==> src/rtl/alu_pkg.sv <==
package alu_pkg;
  // Adder second-operand choice, index = {ysel_hi, ysel_lo}
  typedef enum logic [1:0] {
    YS_ZERO = 2'b00,
    YS_B    = 2'b01,
    YS_NOTB = 2'b10,
    YS_ONES = 2'b11
  } ysel_e;

  // Bitwise operation, index = {ysel_lo, carry_in}
  typedef enum logic [1:0] {
    LG_AND  = 2'b00,
    LG_OR   = 2'b01,
    LG_XOR  = 2'b10,
    LG_NOTA = 2'b11
  } lsel_e;
endpackage

==> src/rtl/alu_yselect.sv <==
module alu_yselect
  import alu_pkg::*;
#(
  parameter int W = 8
) (
  input  logic [W-1:0] b_in,
  input  ysel_e        sel,
  output logic [W-1:0] y_out
);
  always_comb begin
    unique case (sel)
      YS_ZERO: y_out = '0;
      YS_B:    y_out = b_in;
      YS_NOTB: y_out = ~b_in;
      YS_ONES: y_out = '1;
      default: y_out = '0;
    endcase
  end
endmodule

==> src/rtl/alu_ripple_adder.sv <==
module alu_ripple_adder #(
  parameter int W = 8
) (
  input  logic [W-1:0] a_in,
  input  logic [W-1:0] y_in,
  input  logic         c_in,
  output logic [W-1:0] sum,
  output logic         c_top_in,
  output logic         c_top_out
);
  logic [W:0] chain;

  assign chain[0] = c_in;

  for (genvar i = 0; i < W; i++) begin : g_bit
    assign sum[i]     = a_in[i] ^ y_in[i] ^ chain[i];
    assign chain[i+1] = (a_in[i] & y_in[i]) | (chain[i] & (a_in[i] ^ y_in[i]));
  end

  assign c_top_in  = chain[W-1];
  assign c_top_out = chain[W];
endmodule

==> src/rtl/alu_bitwise.sv <==
module alu_bitwise
  import alu_pkg::*;
#(
  parameter int W = 8
) (
  input  logic [W-1:0] a_in,
  input  logic [W-1:0] b_in,
  input  lsel_e        sel,
  output logic [W-1:0] g_out
);
  always_comb begin
    unique case (sel)
      LG_AND:  g_out = a_in & b_in;
      LG_OR:   g_out = a_in | b_in;
      LG_XOR:  g_out = a_in ^ b_in;
      LG_NOTA: g_out = ~a_in;
      default: g_out = '0;
    endcase
  end
endmodule

==> src/rtl/shared_alu.sv <==
module shared_alu
  import alu_pkg::*;
#(
  parameter int W = 8
) (
  input  logic [W-1:0] op_a,
  input  logic [W-1:0] op_b,
  input  logic         mode_logic,
  input  logic         ysel_hi,
  input  logic         ysel_lo,
  input  logic         carry_in,
  output logic [W-1:0] result,
  output logic         carry_out,
  output logic         overflow,
  output logic         negative,
  output logic         zero
);
  localparam int MSB = W - 1;

  ysel_e        y_sel;
  lsel_e        l_sel;
  logic [W-1:0] y_val;
  logic [W-1:0] arith_g;
  logic [W-1:0] logic_g;
  logic         c_into_msb;
  logic         c_out_msb;

  // Shared select wiring: carry_in doubles as the bitwise low select
  assign y_sel = ysel_e'({ysel_hi, ysel_lo});
  assign l_sel = lsel_e'({ysel_lo, carry_in});

  alu_yselect #(.W(W)) u_ysel (
    .b_in  (op_b),
    .sel   (y_sel),
    .y_out (y_val)
  );

  alu_ripple_adder #(.W(W)) u_add (
    .a_in      (op_a),
    .y_in      (y_val),
    .c_in      (carry_in),
    .sum       (arith_g),
    .c_top_in  (c_into_msb),
    .c_top_out (c_out_msb)
  );

  alu_bitwise #(.W(W)) u_logic (
    .a_in  (op_a),
    .b_in  (op_b),
    .sel   (l_sel),
    .g_out (logic_g)
  );

  always_comb begin
    if (mode_logic) begin
      result    = logic_g;
      carry_out = 1'b0;
      overflow  = 1'b0;
    end else begin
      result    = arith_g;
      carry_out = c_out_msb;
      overflow  = c_into_msb ^ c_out_msb;
    end
  end

  assign negative = result[MSB];
  assign zero     = ~|result;
endmodule

==> config.mk <==
export PLATFORM = sky130hd
export DESIGN_NAME = shared_alu
export DESIGN_NICKNAME = d
export VERILOG_FILES = /design/src/rtl/alu_pkg.sv /design/src/rtl/alu_yselect.sv /design/src/rtl/alu_ripple_adder.sv /design/src/rtl/alu_bitwise.sv /design/src/rtl/shared_alu.sv
export SDC_FILE = /design/constraint.sdc
export NUM_CORES = 1
export LEC_CHECK = 0
export BUFFER_PORTS_ARGS = -buffer_cell sky130_fd_sc_hd__buf_4
export CAP_MARGIN = 15
export CORE_MARGIN = 2
export CORE_UTILIZATION = 55
export DETAILED_ROUTE_END_ITERATION = 6
export GPL_ROUTABILITY_DRIVEN = 0
export PLACE_DENSITY = 0.87
export SYNTH_ARGS = -nofsm -noshare
export SYNTH_HDL_FRONTEND = slang
export SYNTH_HIERARCHICAL = 1
export SYNTH_SLANG_ARGS = --single-unit
==> constraint.sdc <==
create_clock -name vclk -period 8.1
set_input_delay 0.81 -clock vclk [all_inputs]
set_output_delay 0.81 -clock vclk [all_outputs]
set_load 0.01 [all_outputs]
* Yosys cells after proc, flatten, opt, wreduce, memory -nomap -nowiden
Index checks and enable logic that the tools add are counted.
Storage, ports and cells: flip-flop bits (word level) 0, input bits 20, logic and storage cells 61, output and inout port bits 12
Cells by class: muxes and demuxes 5, reduce and logical (&&, ||, !) cells 4, equality and inequality tests 6, bitwise operators 46
Operator list (count):
- $pmux 8 s4 | 2
- $xor 1x1->1 | 17
- $and 1x1->1 | 16
- $not 8->8 | 2
- $and 8x8->8 | 1
- $eq 2x2->1 const B | 4
- $mux 8 | 1
- $or 1x1->1 | 8
- $or 8x8->8 | 1
- $reduce_or 8->1 | 1
- $xor 8x8->8 | 1
- $eq 2x1->1 const B | 2
- $logic_not 2->1 | 2
- $mux 1 | 2
- $logic_not 1->1 | 1

* Longest topological paths before layout
word-level depth 21, depth in mapped cells 16, gate-level depth less buffers 16

* Cells and area by module
Netlist, hierarchy kept.
Modules (own cells, without submodules):
- alu_bitwise | area each 493.0 um2, seq. area each 0.0 um2, times used 1, cells each 50
- alu_ripple_adder | area each 197.7 um2, seq. area each 0.0 um2, times used 1, cells each 18
- shared_alu | area each 187.7 um2, seq. area each 0.0 um2, times used 1, cells each 21
- alu_yselect | area each 90.1 um2, seq. area each 0.0 um2, times used 1, cells each 8

* Worst setup path after synthesis
Ideal clock, no wire load.
kind input port to output port, start input op_b[0], end output zero, arrival 4450 ps, buffers on the path 0, stages on the path 16, setup slack 2840 ps, cells stage by stage mux2_2 -> fa_1 -> inv_1 -> fa_1 -> inv_1 -> fa_1 -> fa_1 -> fa_1 -> fa_1 -> inv_1 -> fa_1 -> inv_1 -> fa_1 -> nor2_1 -> a22oi_1 -> nor4_2
On the way: cells in the longest elaborated chain, start to end 21, elaborated cells on any way between the ends 33, those cells by class mux: 3; bitwise: 28; reduce/logical: 2
Ends and longest elaborated chain:
- start: declaration | RTL line shared_alu.sv:7 | input logic [W-1:0] op_b,
- $not 8->8 | RTL line alu_yselect.sv:14 | YS_NOTB: y_out = ~b_in;
- $pmux 8 s4 (*) | RTL line alu_yselect.sv:11 | unique case (sel)
- $xor 1x1->1 | RTL line alu_ripple_adder.sv:17 | assign chain[i+1] = (a_in[i] & y_in[i]) | (chain[i] & (a_in[i] ^ y_in[i]));
- $and 1x1->1 | RTL line alu_ripple_adder.sv:17
- $or 1x1->1 (*) | RTL line alu_ripple_adder.sv:17
- $and 1x1->1 (*) | RTL line alu_ripple_adder.sv:17
- $or 1x1->1 (*) | RTL line alu_ripple_adder.sv:17
- $and 1x1->1 (*) | RTL line alu_ripple_adder.sv:17
- [7 not listed]
- $and 1x1->1 (*) | RTL line alu_ripple_adder.sv:17
- $or 1x1->1 (*) | RTL line alu_ripple_adder.sv:17
- named net c_into_msb | RTL line shared_alu.sv:25 | logic c_into_msb;
- $xor 1x1->1 (*) | RTL line alu_ripple_adder.sv:16 | assign sum[i] = a_in[i] ^ y_in[i] ^ chain[i];
- named net arith_g[7] | RTL line shared_alu.sv:23 | logic [W-1:0] arith_g;
- $mux 8 (*) | RTL line shared_alu.sv:55 | if (mode_logic) begin
- $reduce_or 8->1 (*) | RTL line shared_alu.sv:67 | assign zero = ~|result;
- $logic_not 1->1 (*) | RTL line shared_alu.sv:67
- end: declaration | RTL line shared_alu.sv:16 | output logic zero
Mark *: on every way through the listed nets, which the timed path passes. The rest lies on a longest branch.

* Worst setup path after layout
start input ysel_lo, end output zero
On the way: cells in the longest elaborated chain, start to end 21, elaborated cells on any way between the ends 50, those cells by class eq/ne: 6; mux: 3; bitwise: 37; reduce/logical: 4
Ends and longest elaborated chain:
- start: declaration | RTL line shared_alu.sv:10 | input logic ysel_lo,
- $eq 2x2->1 (tied with other cells) | RTL line alu_yselect.sv:11
- $pmux 8 s4 (*) | RTL line alu_yselect.sv:11
- named net y_val[0] | RTL line shared_alu.sv:22 | logic [W-1:0] y_val;
- $xor 1x1->1 | RTL line alu_ripple_adder.sv:17
- $and 1x1->1 | RTL line alu_ripple_adder.sv:17
- $or 1x1->1 (*) | RTL line alu_ripple_adder.sv:17
- $and 1x1->1 (*) | RTL line alu_ripple_adder.sv:17
- $or 1x1->1 (*) | RTL line alu_ripple_adder.sv:17
- [8 not listed]
- $and 1x1->1 (*) | RTL line alu_ripple_adder.sv:17
- $or 1x1->1 (*) | RTL line alu_ripple_adder.sv:17
- named net c_into_msb | RTL line shared_alu.sv:25
- $xor 1x1->1 (*) | RTL line alu_ripple_adder.sv:16
- named net arith_g[7] | RTL line shared_alu.sv:23
- $mux 8 (*) | RTL line shared_alu.sv:55
- $reduce_or 8->1 (*) | RTL line shared_alu.sv:67
- $logic_not 1->1 (*) | RTL line shared_alu.sv:67
Marks and branches as above.

==> flow_metrics.py <==
metrics = {
    "run_status": {
        "outcome": "finished, final reports clean",
    },
    "logic_synthesis": {
        "yosys.area_share.simple": 0.0556,
        "synthAdderAreaFrac": 0.372,
        "muxShareOfSynthArea": 0.380,
        "synth_seq_area_share": 0,
        "yosysWarningCount": 6,
        "synth_top_family_by_area": "multiplexers",
        "synthXorXnorAreaFrac": 0.00904,
        "syn_nets": 141,
        "syn_avg_cell_area_um2": 9.98,
        "synth_cells": 97,
        "synth_top_area_share": 0.207,
        "yosysUniqueCellTypes": 15,
        "synth_area_leaders": "ha_1, mux4_2, fa_1",
        "synth_compound_area_frac": 0.0129,
        "yosysTopAreaCell": "ha_1",
        "synth_area_um2": 968,
    },
    "route": {
        "drt_iter0_drc": 9,
        "drcViolationCount": 0,
        "wl_per_cell_um": 13.0,
        "vias_per_cell": 5.23,
        "dr_total_vias": 743,
        "wirelength_mm": 1.85,
        "antenna_left": 0,
        "first_pass_iters": 4,
    },
    "layout": {
        "layout_common_cells": "inv_1, buf_4, ha_1",
        "seq_cells": 0,
        "drive_gt1_frac": 0.464,
        "seq_area_um2": 0,
        "nClkBuffers": 0,
        "area_growth_pct": 23.1,
        "antenna_cells": 0,
        "layout.nets": 171,
        "final_common_cell": "inv_1",
    },
    "timing": {
        "setup-violations-final": 0,
        "relSlewSlack": 0.850,
        "min_period_over_period": 0.703,
        "max_freq_mhz": 176,
        "final_hold_viol_count": 0,
        "worst_slack_ns": 2.40,
        "slew_violations": 0,
        "rsz0062_at_grt": "false",
        "post-route-min-period_ns": 5.70,
        "fin_tns_setup_ns": 0,
        "whs_ns": 2.01,
        "worst_pin_slew_ns": 0.225,
    },
    "clock_tree": {
        "cts_resized": 0,
        "holdBufCountCts": 0,
        "post_cts_buffers": 0,
    },
    "global_routing": {
        "grt_remaining_overflow": 0,
        "grt_pass1_wl_mm": 2.98,
        "antenna_found_initial": 0,
        "grt_use_total": 0.190,
        "grt_pass1_vias": 748,
        "grt_max_degree": 17,
    },
    "placed_design": {
        "numPortBuffers": 32,
        "dp_hpwl_mm": 1.64,
        "pre_cts_slack_ns": 2.41,
    },
    "floorplan": {
        "die_height_um": 46.0,
        "pin_count": 32,
        "fp.dieW_um": 46.0,
        "initial_core_util": 0.573,
        "die_area_um2": 2110,
        "rows": 15,
        "core_area_um2": 1690,
    },
    "pwr": {
        "vdd.ir_drop.worst_mv": 0.0444,
        "p_per_area_nw_per_um2": 75.5,
        "cellLeakagePower_uw": 0.000641,
    },
    "critical_path": {
        "path_class": "primary input to primary output",
        "crit_fanout": 16,
        "cp-end-kind": "primary output",
        "critical_path_arrival_ns": 4.89,
        "required_ns": 7.29,
        "cp-start-kind": "primary input",
    },
    "worst_hold_path": {
        "hp-class": "primary input to primary output",
    },
    "run": {
        "maxCapViolCount": 0,
    },
}
-- synthesized netlist by cell type --
master / instances
mux4_2: 8
fa_1: 8
nor2_1: 3
mux2_4: 2
and2b_1: 1
buf_6: 2
mux2_2: 14
xnor2_1: 1
ha_1: 16
buf_4: 2
inv_1: 34
a22oi_1: 1
nor3_1: 2
nor4_2: 2
a21oi_1: 1
-- area by class of cell --
| class | count | area (um^2) |
|---|---|---|
| repair buffers | 32 | 240 |
| inverters | 34 | 128 |
| well taps | 17 | 21.3 |
| multi-input cells | 59 | 803 |
| fillers | 127 | 497 |
-- per-stage QoR --
stage,power (uW),std cells,util,cell area (um^2)
finish,90.0,142,0.706,1190
global route,99.6,142,0.706,1190
CTS,90.9,142,0.706,1190
detailed placement,90.7,142,0.706,1190
global placement,85.9,142,0.706,1190
floorplan,56.5,97,-,968
-- report_power, final --
group	total (uW)	switching [uW]	internal (uW)	leakage (uW)
Sequential	0	0	0	0
Clock	0	0	0	0
Combinational	90.0	40.7	49.3	0.000641
Total	90.0	40.7	49.3	0.000641
-- critical path: stages --
cell and delay, ns:
buf_4 0.18, mux2_2 0.29, fa_1 0.39, inv_1 0.08, fa_1 0.18, inv_1 0.05, fa_1 0.38, fa_1 0.40
fa_1 0.39, fa_1 0.37, inv_1 0.08, fa_1 0.17, inv_1 0.07, fa_1 0.45, nor2_1 0.12, a22oi_1 0.09
nor4_2 0.21, buf_4 0.15
-- logic make-up after synthesis --
group                    Yosys count
buffers and inverters             38
multiplexers                      24
adder cells (fa/ha/maj)           24
AND/OR/NAND/NOR                    8
AO/OA/AOI/OAI                      2
XOR/XNOR                           1
-- metal layers --
metal / share of wire / wire length (um) / global-route usage
met5: 0 / 0 / 0
met1: 0.39 / 718 / 0.211
met2: 0.57 / 1060 / 0.397
met3: 0.036 / 67 / 0.00397
met4: 0 / 0 / 0.0171
-- worst paths after layout --
| check | start | end | slack (ns) | cells after the start |
|---|---|---|---|---|
| setup / recovery | ysel_lo | zero | 2.40 | 18 |
| hold / removal | mode_logic | overflow | 2.01 | 3 |
(Power assumes the default switching activity.)
